$ cat config.mk
export PLATFORM = sky130hd
export DESIGN_NAME = subarray_refresh_gate
export DESIGN_NICKNAME = d
export VERILOG_FILES = /design/src/rtl/srg_pkg.sv /design/src/rtl/srg_bank_slot.sv /design/src/rtl/srg_conflict_check.sv /design/src/rtl/subarray_refresh_gate.sv
export SDC_FILE = /design/constraint.sdc
export NUM_CORES = 1
export LEC_CHECK = 0
export BUFFER_PORTS_ARGS = -buffer_cell sky130_fd_sc_hd__buf_2
export CAP_MARGIN = 20
export CELL_PAD_IN_SITES_DETAIL_PLACEMENT = 0
export CELL_PAD_IN_SITES_GLOBAL_PLACEMENT = 1
export CORE_MARGIN = 8
export CORE_UTILIZATION = 40
export CTS_CLUSTER_DIAMETER = 80
export DETAILED_ROUTE_END_ITERATION = 8
export PLACE_DENSITY = 0.65
export SETUP_SLACK_MARGIN = 0.05
export SLEW_MARGIN = 30
export SYNTH_ARGS = -nofsm -noshare
export SYNTH_HDL_FRONTEND = slang
export SYNTH_HIERARCHICAL = 1
export SYNTH_SLANG_ARGS = --single-unit
$ cat constraint.sdc
create_clock -name clk -period 2.08 [get_ports clk]
set_input_delay 0.104 -clock clk [delete_from_list [all_inputs] [get_ports clk]]
set_output_delay 0.104 -clock clk [all_outputs]
set_load 0.005 [all_outputs]
$ cat src/rtl/srg_pkg.sv
package srg_pkg;

   typedef enum logic {
      SUB_FROM_PORT    = 1'b0,
      SUB_FROM_COUNTER = 1'b1
   } sub_src_e;

   function automatic int unsigned idx_width(input int unsigned count);
      return (count <= 2) ? 1 : $clog2(count);
   endfunction

endpackage

$ cat src/rtl/srg_bank_slot.sv
module srg_bank_slot
   import srg_pkg::*;
#(
   parameter int unsigned NUM_SUBARRAYS = 8,
   parameter int unsigned REF_CYCLES    = 16,
   localparam int unsigned SUB_W        = idx_width(NUM_SUBARRAYS),
   localparam int unsigned CNT_W        = idx_width(REF_CYCLES)
) (
   input  logic             clk,
   input  logic             rst_n,
   input  logic             start,
   input  logic [SUB_W-1:0] start_sub,
   output logic             busy,
   output logic [SUB_W-1:0] busy_sub,
   output logic [SUB_W-1:0] next_ptr
);

   localparam logic [SUB_W-1:0] LAST_SUB = SUB_W'(NUM_SUBARRAYS - 1);

   always_ff @(posedge clk) begin
      if (!rst_n) begin
         busy_sub <= '0;
         next_ptr <= '0;
      end else if (start) begin
         busy_sub <= start_sub;
         next_ptr <= (start_sub == LAST_SUB) ? '0 : start_sub + 1'b1;
      end
   end

   generate
      if (REF_CYCLES == 1) begin : g_single_cycle
         assign busy = 1'b0;
      end else begin : g_timed
         logic             active;
         logic [CNT_W-1:0] remain;

         always_ff @(posedge clk) begin
            if (!rst_n) begin
               active <= 1'b0;
               remain <= '0;
            end else if (start) begin
               active <= 1'b1;
               remain <= CNT_W'(REF_CYCLES - 1);
            end else if (active) begin
               remain <= remain - 1'b1;
               if (remain == CNT_W'(1)) begin
                  active <= 1'b0;
               end
            end
         end

         assign busy = active;
      end
   endgenerate

endmodule

$ cat src/rtl/srg_conflict_check.sv
module srg_conflict_check
   import srg_pkg::*;
#(
   parameter int unsigned NUM_BANKS     = 8,
   parameter int unsigned NUM_SUBARRAYS = 8,
   localparam int unsigned BANK_W       = idx_width(NUM_BANKS),
   localparam int unsigned SUB_W        = idx_width(NUM_SUBARRAYS)
) (
   input  logic [BANK_W-1:0]  acc_bank,
   input  logic [SUB_W-1:0]   acc_sub,
   input  logic [NUM_BANKS-1:0] bank_hit,
   input  logic [SUB_W-1:0]   start_sub [NUM_BANKS],
   input  logic [NUM_BANKS-1:0] bank_busy,
   input  logic [SUB_W-1:0]   busy_sub  [NUM_BANKS],
   output logic               conflict
);

   logic starting_here;
   logic held_here;

   always_comb begin
      starting_here = 1'b0;
      held_here     = 1'b0;
      for (int b = 0; b < NUM_BANKS; b++) begin
         if (acc_bank == BANK_W'(b)) begin
            starting_here = bank_hit[b]  && (start_sub[b] == acc_sub);
            held_here     = bank_busy[b] && (busy_sub[b]  == acc_sub);
         end
      end
      conflict = starting_here | held_here;
   end

endmodule

$ cat src/rtl/subarray_refresh_gate.sv
module subarray_refresh_gate
   import srg_pkg::*;
#(
   parameter int unsigned NUM_BANKS     = 8,
   parameter int unsigned NUM_SUBARRAYS = 8,
   parameter int unsigned REF_CYCLES    = 16,
   parameter sub_src_e    SUB_SOURCE    = SUB_FROM_PORT,
   localparam int unsigned BANK_W       = idx_width(NUM_BANKS),
   localparam int unsigned SUB_W        = idx_width(NUM_SUBARRAYS)
) (
   input  logic              clk,
   input  logic              rst_n,
   input  logic              ref_start,
   input  logic              ref_all,
   input  logic [BANK_W-1:0] ref_bank,
   input  logic [SUB_W-1:0]  ref_sub,
   input  logic              acc_valid,
   input  logic [BANK_W-1:0] acc_bank,
   input  logic [SUB_W-1:0]  acc_sub,
   output logic              acc_grant,
   output logic              acc_stall
);

   generate
      if (NUM_BANKS < 1) begin : g_bad_banks
         $error("subarray_refresh_gate: NUM_BANKS must be at least 1");
      end
      if (NUM_SUBARRAYS < 2) begin : g_bad_subs
         $error("subarray_refresh_gate: NUM_SUBARRAYS must be at least 2");
      end
      if (REF_CYCLES < 1) begin : g_bad_cycles
         $error("subarray_refresh_gate: REF_CYCLES must be at least 1");
      end
   endgenerate

   logic [NUM_BANKS-1:0] bank_hit;
   logic [NUM_BANKS-1:0] bank_busy;
   logic [SUB_W-1:0]     start_sub [NUM_BANKS];
   logic [SUB_W-1:0]     busy_sub  [NUM_BANKS];
   logic [SUB_W-1:0]     next_ptr  [NUM_BANKS];
   logic                 conflict;

   generate
      for (genvar b = 0; b < NUM_BANKS; b++) begin : g_bank
         assign bank_hit[b] = ref_start && (ref_all || (ref_bank == BANK_W'(b)));

         if (SUB_SOURCE == SUB_FROM_PORT) begin : g_from_port
            assign start_sub[b] = ref_sub;
         end else begin : g_from_counter
            assign start_sub[b] = ref_all ? next_ptr[0] : next_ptr[b];
         end

         srg_bank_slot #(
            .NUM_SUBARRAYS (NUM_SUBARRAYS),
            .REF_CYCLES    (REF_CYCLES)
         ) i_slot (
            .clk       (clk),
            .rst_n     (rst_n),
            .start     (bank_hit[b]),
            .start_sub (start_sub[b]),
            .busy      (bank_busy[b]),
            .busy_sub  (busy_sub[b]),
            .next_ptr  (next_ptr[b])
         );
      end
   endgenerate

   srg_conflict_check #(
      .NUM_BANKS     (NUM_BANKS),
      .NUM_SUBARRAYS (NUM_SUBARRAYS)
   ) i_conflict (
      .acc_bank  (acc_bank),
      .acc_sub   (acc_sub),
      .bank_hit  (bank_hit),
      .start_sub (start_sub),
      .bank_busy (bank_busy),
      .busy_sub  (busy_sub),
      .conflict  (conflict)
   );

   assign acc_grant = acc_valid & ~conflict;
   assign acc_stall = acc_valid &  conflict;

endmodule

# Word level (Yosys, flattened, before mapping)
# Index checks and enable logic that the tools add are counted.
# totals
out_inout_bits	2
regBits	64
elab_cells	165
inputBits	17
# classes
n_eq_ne	31
n_mux	56
n_reduce_logical	42
n_bitwise	4
n_addsub	8
# ops
op	count
$mux W4	16
$mux W1	40
$eq A4 B1 Y1 const B	8
$sub A4 B1 Y4 const B	8
$eq A3 B3 Y1	9
$eq A3 B3 Y1 const B	8
$logic_and A1 B1 Y1	24
$reduce_bool A2 Y1	8
$eq A3 B2 Y1 const B	4
$logic_or A1 B1 Y1	8
$eq A3 B1 Y1 const B	2
$logic_not A3 Y1	2
$and A1 B1 Y1	2
$not A1 Y1	1
$or A1 B1 Y1	1

# Depth between registers and ports, before layout
# logic_depth
depth_word	15
mapped_depth	8
mapped_depth_nobuf	7

# Hierarchy
# Netlist, hierarchy kept.
# by_module_without_submodules
module	area_each_um2	seq_area_each_um2	instances	cells_per_inst
srg_bank_slot	499.2	220.2	8	46
srg_conflict_check	686.9	0.0	1	85
subarray_refresh_gate	87.6	0.0	1	16

# Worst setup path after synthesis
# No wires, ideal clock.
# synth_path
kind	input -> register
from	input ref_bank[2]
to	register g_bank[0].i_slot.busy_sub[0]
path_buffers	1
t_required_ps	1964
setup_ps	116
arrival_ps	1129
path_slack_ps	835
path_stages	5
cell_sequence	nand2b_1 o31ai_1 buf_2 mux2i_1 nor2b_1
# synth_between
elab_chain_cells	3
# synth_rtl
element	line	text
start, declared	subarray_refresh_gate.sv:15	input logic [BANK_W-1:0] ref_bank,
$logic_not A3 Y1	subarray_refresh_gate.sv:45	assign bank_hit[b] = ref_start && (ref_all || (ref_bank == BANK_W'(b)));
$logic_or A1 B1 Y1	subarray_refresh_gate.sv:45	
$logic_and A1 B1 Y1	subarray_refresh_gate.sv:45	
net bank_hit[0]	subarray_refresh_gate.sv:36	logic [NUM_BANKS-1:0] bank_hit;
end signal, assigned	srg_bank_slot.sv:25	busy_sub <= start_sub;
end, declared	srg_bank_slot.sv:14	output logic [SUB_W-1:0] busy_sub,
# The timed path passes the listed nets, and every way through them passes these cells.
# A chain may end at the register's enable or synchronous reset.

# Worst setup path in the final report
# layout_path
from	register g_bank[3].i_slot.busy_sub[1]
to	output acc_stall
# layout_between
elab_chain_cells	9
# layout_rtl
element	line	text
start, declared	srg_bank_slot.sv:14	
start signal, assigned	srg_bank_slot.sv:25	
$eq A3 B3 Y1	srg_conflict_check.sv:27	held_here = bank_busy[b] && (busy_sub[b] == acc_sub);
$logic_and A1 B1 Y1	srg_conflict_check.sv:27	
$mux W1 (5 in a row)	srg_conflict_check.sv:25	if (acc_bank == BANK_W'(b)) begin
$or A1 B1 Y1	srg_conflict_check.sv:30	conflict = starting_here | held_here;
net conflict	subarray_refresh_gate.sv:41	logic conflict;
$and A1 B1 Y1	subarray_refresh_gate.sv:82	assign acc_stall = acc_valid & conflict;
end, declared	subarray_refresh_gate.sv:21	output logic acc_stall
# The timed path passes the listed nets, and every way through them passes these cells.

==> reports/summary.txt <==
R2R depth - 5
CTS tree - yes
setup TNS - 0 ns
Cell Area, Placed - 0.00383 mm^2
final wirelength - 7180 um
R2R Path Start - g_bank[7].i_slot/g_timed.remain[0]
Hold Crit Start - rst_n
HPWL after DPL - 4830 um
final setup violation count - 0
critical path arrival - 1.67 ns
Core Box Area - 0.00906 mm^2
Non-Filler Cell Area, Final - 0.00400 mm^2
Mapped Nets - 406
I/O pin cnt - 19
Final Slew Violations - 0
Max Cap Viol - 0
DP Cell Count - 490
clock network power share - 31.2%
first-pass GRT wire length - 12200 um
Total Die Area - 0.0125 mm^2
r2r setup slk - 0.96 ns
Post-CTS Setup Repair Bufs - 0
initial drt markers - 50
GRT Util Overall - 12.1%
Min Clock Period, post-route - 1.78 ns
vias in the first global route - 2550
Final Instance Count excl. Fillers - 506
WL per Instance - 14.2 um
worst skew pair latency - 0.35 ns
CP Max Fanout - 2
CTS buffer count - 9
NetSw - 878 uW
DR vias/cell - 4.92
Flop pwr share - 49.5%
Synth Instances - 373
unrepaired setup endpoints after global routing - false
first-pass iteration count of the detailed router - 4
switching share of total power - 29.3%
most common cell after layout, fill and taps aside - dfxtp_1
critical path class - flop to output port
PwrDens - 749 mW/mm^2
DR vias - 2491
H-tree depth - 3
r2r endpoint - g_bank[7].i_slot/g_timed.remain[2]
final hold violations - 0
Slew @ Worst Pin - 0.531 ns
share of cells above drive strength 1 - 12.4%
Congestion Overflow GR - 0
Root Buffer - clkbuf_8
worst hold endpoint - g_bank[7].i_slot/g_timed.remain[1]
worst vdd ir - 0.280 mV
clk buf depth - 2
most frequent cells in the layout - dfxtp_1, xnor2_1, o21a_1, nor2b_1, mux2i_1
Max Freq - 562 MHz
Worst setup EP type - output port
Syn Area/Cell - 9.83 um^2
final core utilization - 44.1%
P_int - 2.11 mW
status - finished clean
fraction of the cycle the final worst path needs - 85.5%
largest net degree at the start of global routing - 36
DR DRC count - 0
antenna fix cells - 0
CTS Hold Bufs - 0
P_leak - 1.52 nW
Die W - 112 um
fin nets - 423
DIE HEIGHT - 112 um
post_cts resized - 0
Final Wtd Congestion - 0.786
combinational share of power - 19.4%
Ys Warns - 6
IO Port Bufs - 18
max-slew headroom at the worst pin - 64.6%
Req. time, crit path - 1.98 ns
number of routed nets with antenna violations - 0
Post-Syn Area - 0.00367 mm^2
Worst Hold Class - input pin to flop
FP Rows - 35
CTS Sinks - 64
clock skew - 0.00672 ns
antenna violations before repair - 0
Layout area overhead - 8.94%
Critical Path Source Type - flop
Initial Utilization - 40.5%
Hold Path Stages - 2
clk slew on worst S/H paths - 0.07 ns
per-layer routing:
layer / global-route usage (%) / up-vias / share of wire [%]
met5: 0 / - / 0
met4: 4.65 / 0 / 1.6
met3: 4.06 / 8 / 3.3
met2: 18.7 / 30 / 45
met1: 15.3 / 1168 / 50
li1: - / 1285 / -
stage by stage:
| step | hold slack (ns) | power [mW] | worst slack [ns] |
|---|---|---|---|
| floorplan | 0.273 | 1.96 | 0.922 |
| global placement | 0.499 | 2.08 | 0.458 |
| detailed placement | 0.500 | 2.10 | 0.431 |
| CTS | 0.261 | 3.05 | 0.272 |
| global route | 0.270 | 3.19 | 0.188 |
| finish | 0.259 | 2.99 | 0.302 |
worst max-delay path by stage:
| stage | from | endpoint | slack, ns | depth (start not counted) |
|---|---|---|---|---|
| 2_1_floorplan | g_bank[3].i_slot/busy_sub[0] | acc_stall | 0.92 | 6 |
| 3_3_place_gp | acc_sub[2] | acc_stall | 0.46 | 8 |
| 3_5_place_dp | acc_sub[0] | acc_stall | 0.43 | 8 |
| 4_1_cts | g_bank[3].i_slot/busy_sub[1] | acc_stall | 0.27 | 7 |
| 5_1_grt | g_bank[3].i_slot/busy_sub[1] | acc_stall | 0.19 | 7 |
| 6_report | g_bank[3].i_slot/busy_sub[1] | acc_stall | 0.30 | 7 |
area by class of cell:
type	instances	area [um^2]
Inverter	16	60.1
Timing Repair Buffer	28	178
Multi-Input combinational cell	271	2170
Tap cell	111	139
Fill cell	908	5070
Clock inverter	3	17.5
Sequential cell	64	1280
Clock buffer	13	149
power by group through the flow:
| stage | combinational [mW] | clock (mW) | sequential, mW |
|---|---|---|---|
| 2_1_floorplan | 0.480 | 0 | 1.48 |
| 5_1_grt | 0.661 | 1.03 | 1.50 |
| 6_report | 0.579 | 0.932 | 1.48 |
| 3_3_place_gp | 0.574 | 0 | 1.51 |
| 4_1_cts | 0.590 | 0.974 | 1.48 |
| 3_5_place_dp | 0.587 | 0 | 1.51 |
worst max-delay path, cell delays in order (launching register included):
cell and delay (ns):
dfxtp_1 0.36, xnor2_1 0.13, nand4_1 0.11, a41oi_1 0.24
nand4_1 0.10, o21ai_1 0.14, and2_1 0.15, buf_2 0.11
flip-flops by register name, summed over array words and instances (netlist names):
name                          flops
g_bank.i_slot/busy_sub           24
g_bank.i_slot/busy                8
g_bank.i_slot/g_timed.remain     32
Power figures use the tool's default switching activity.
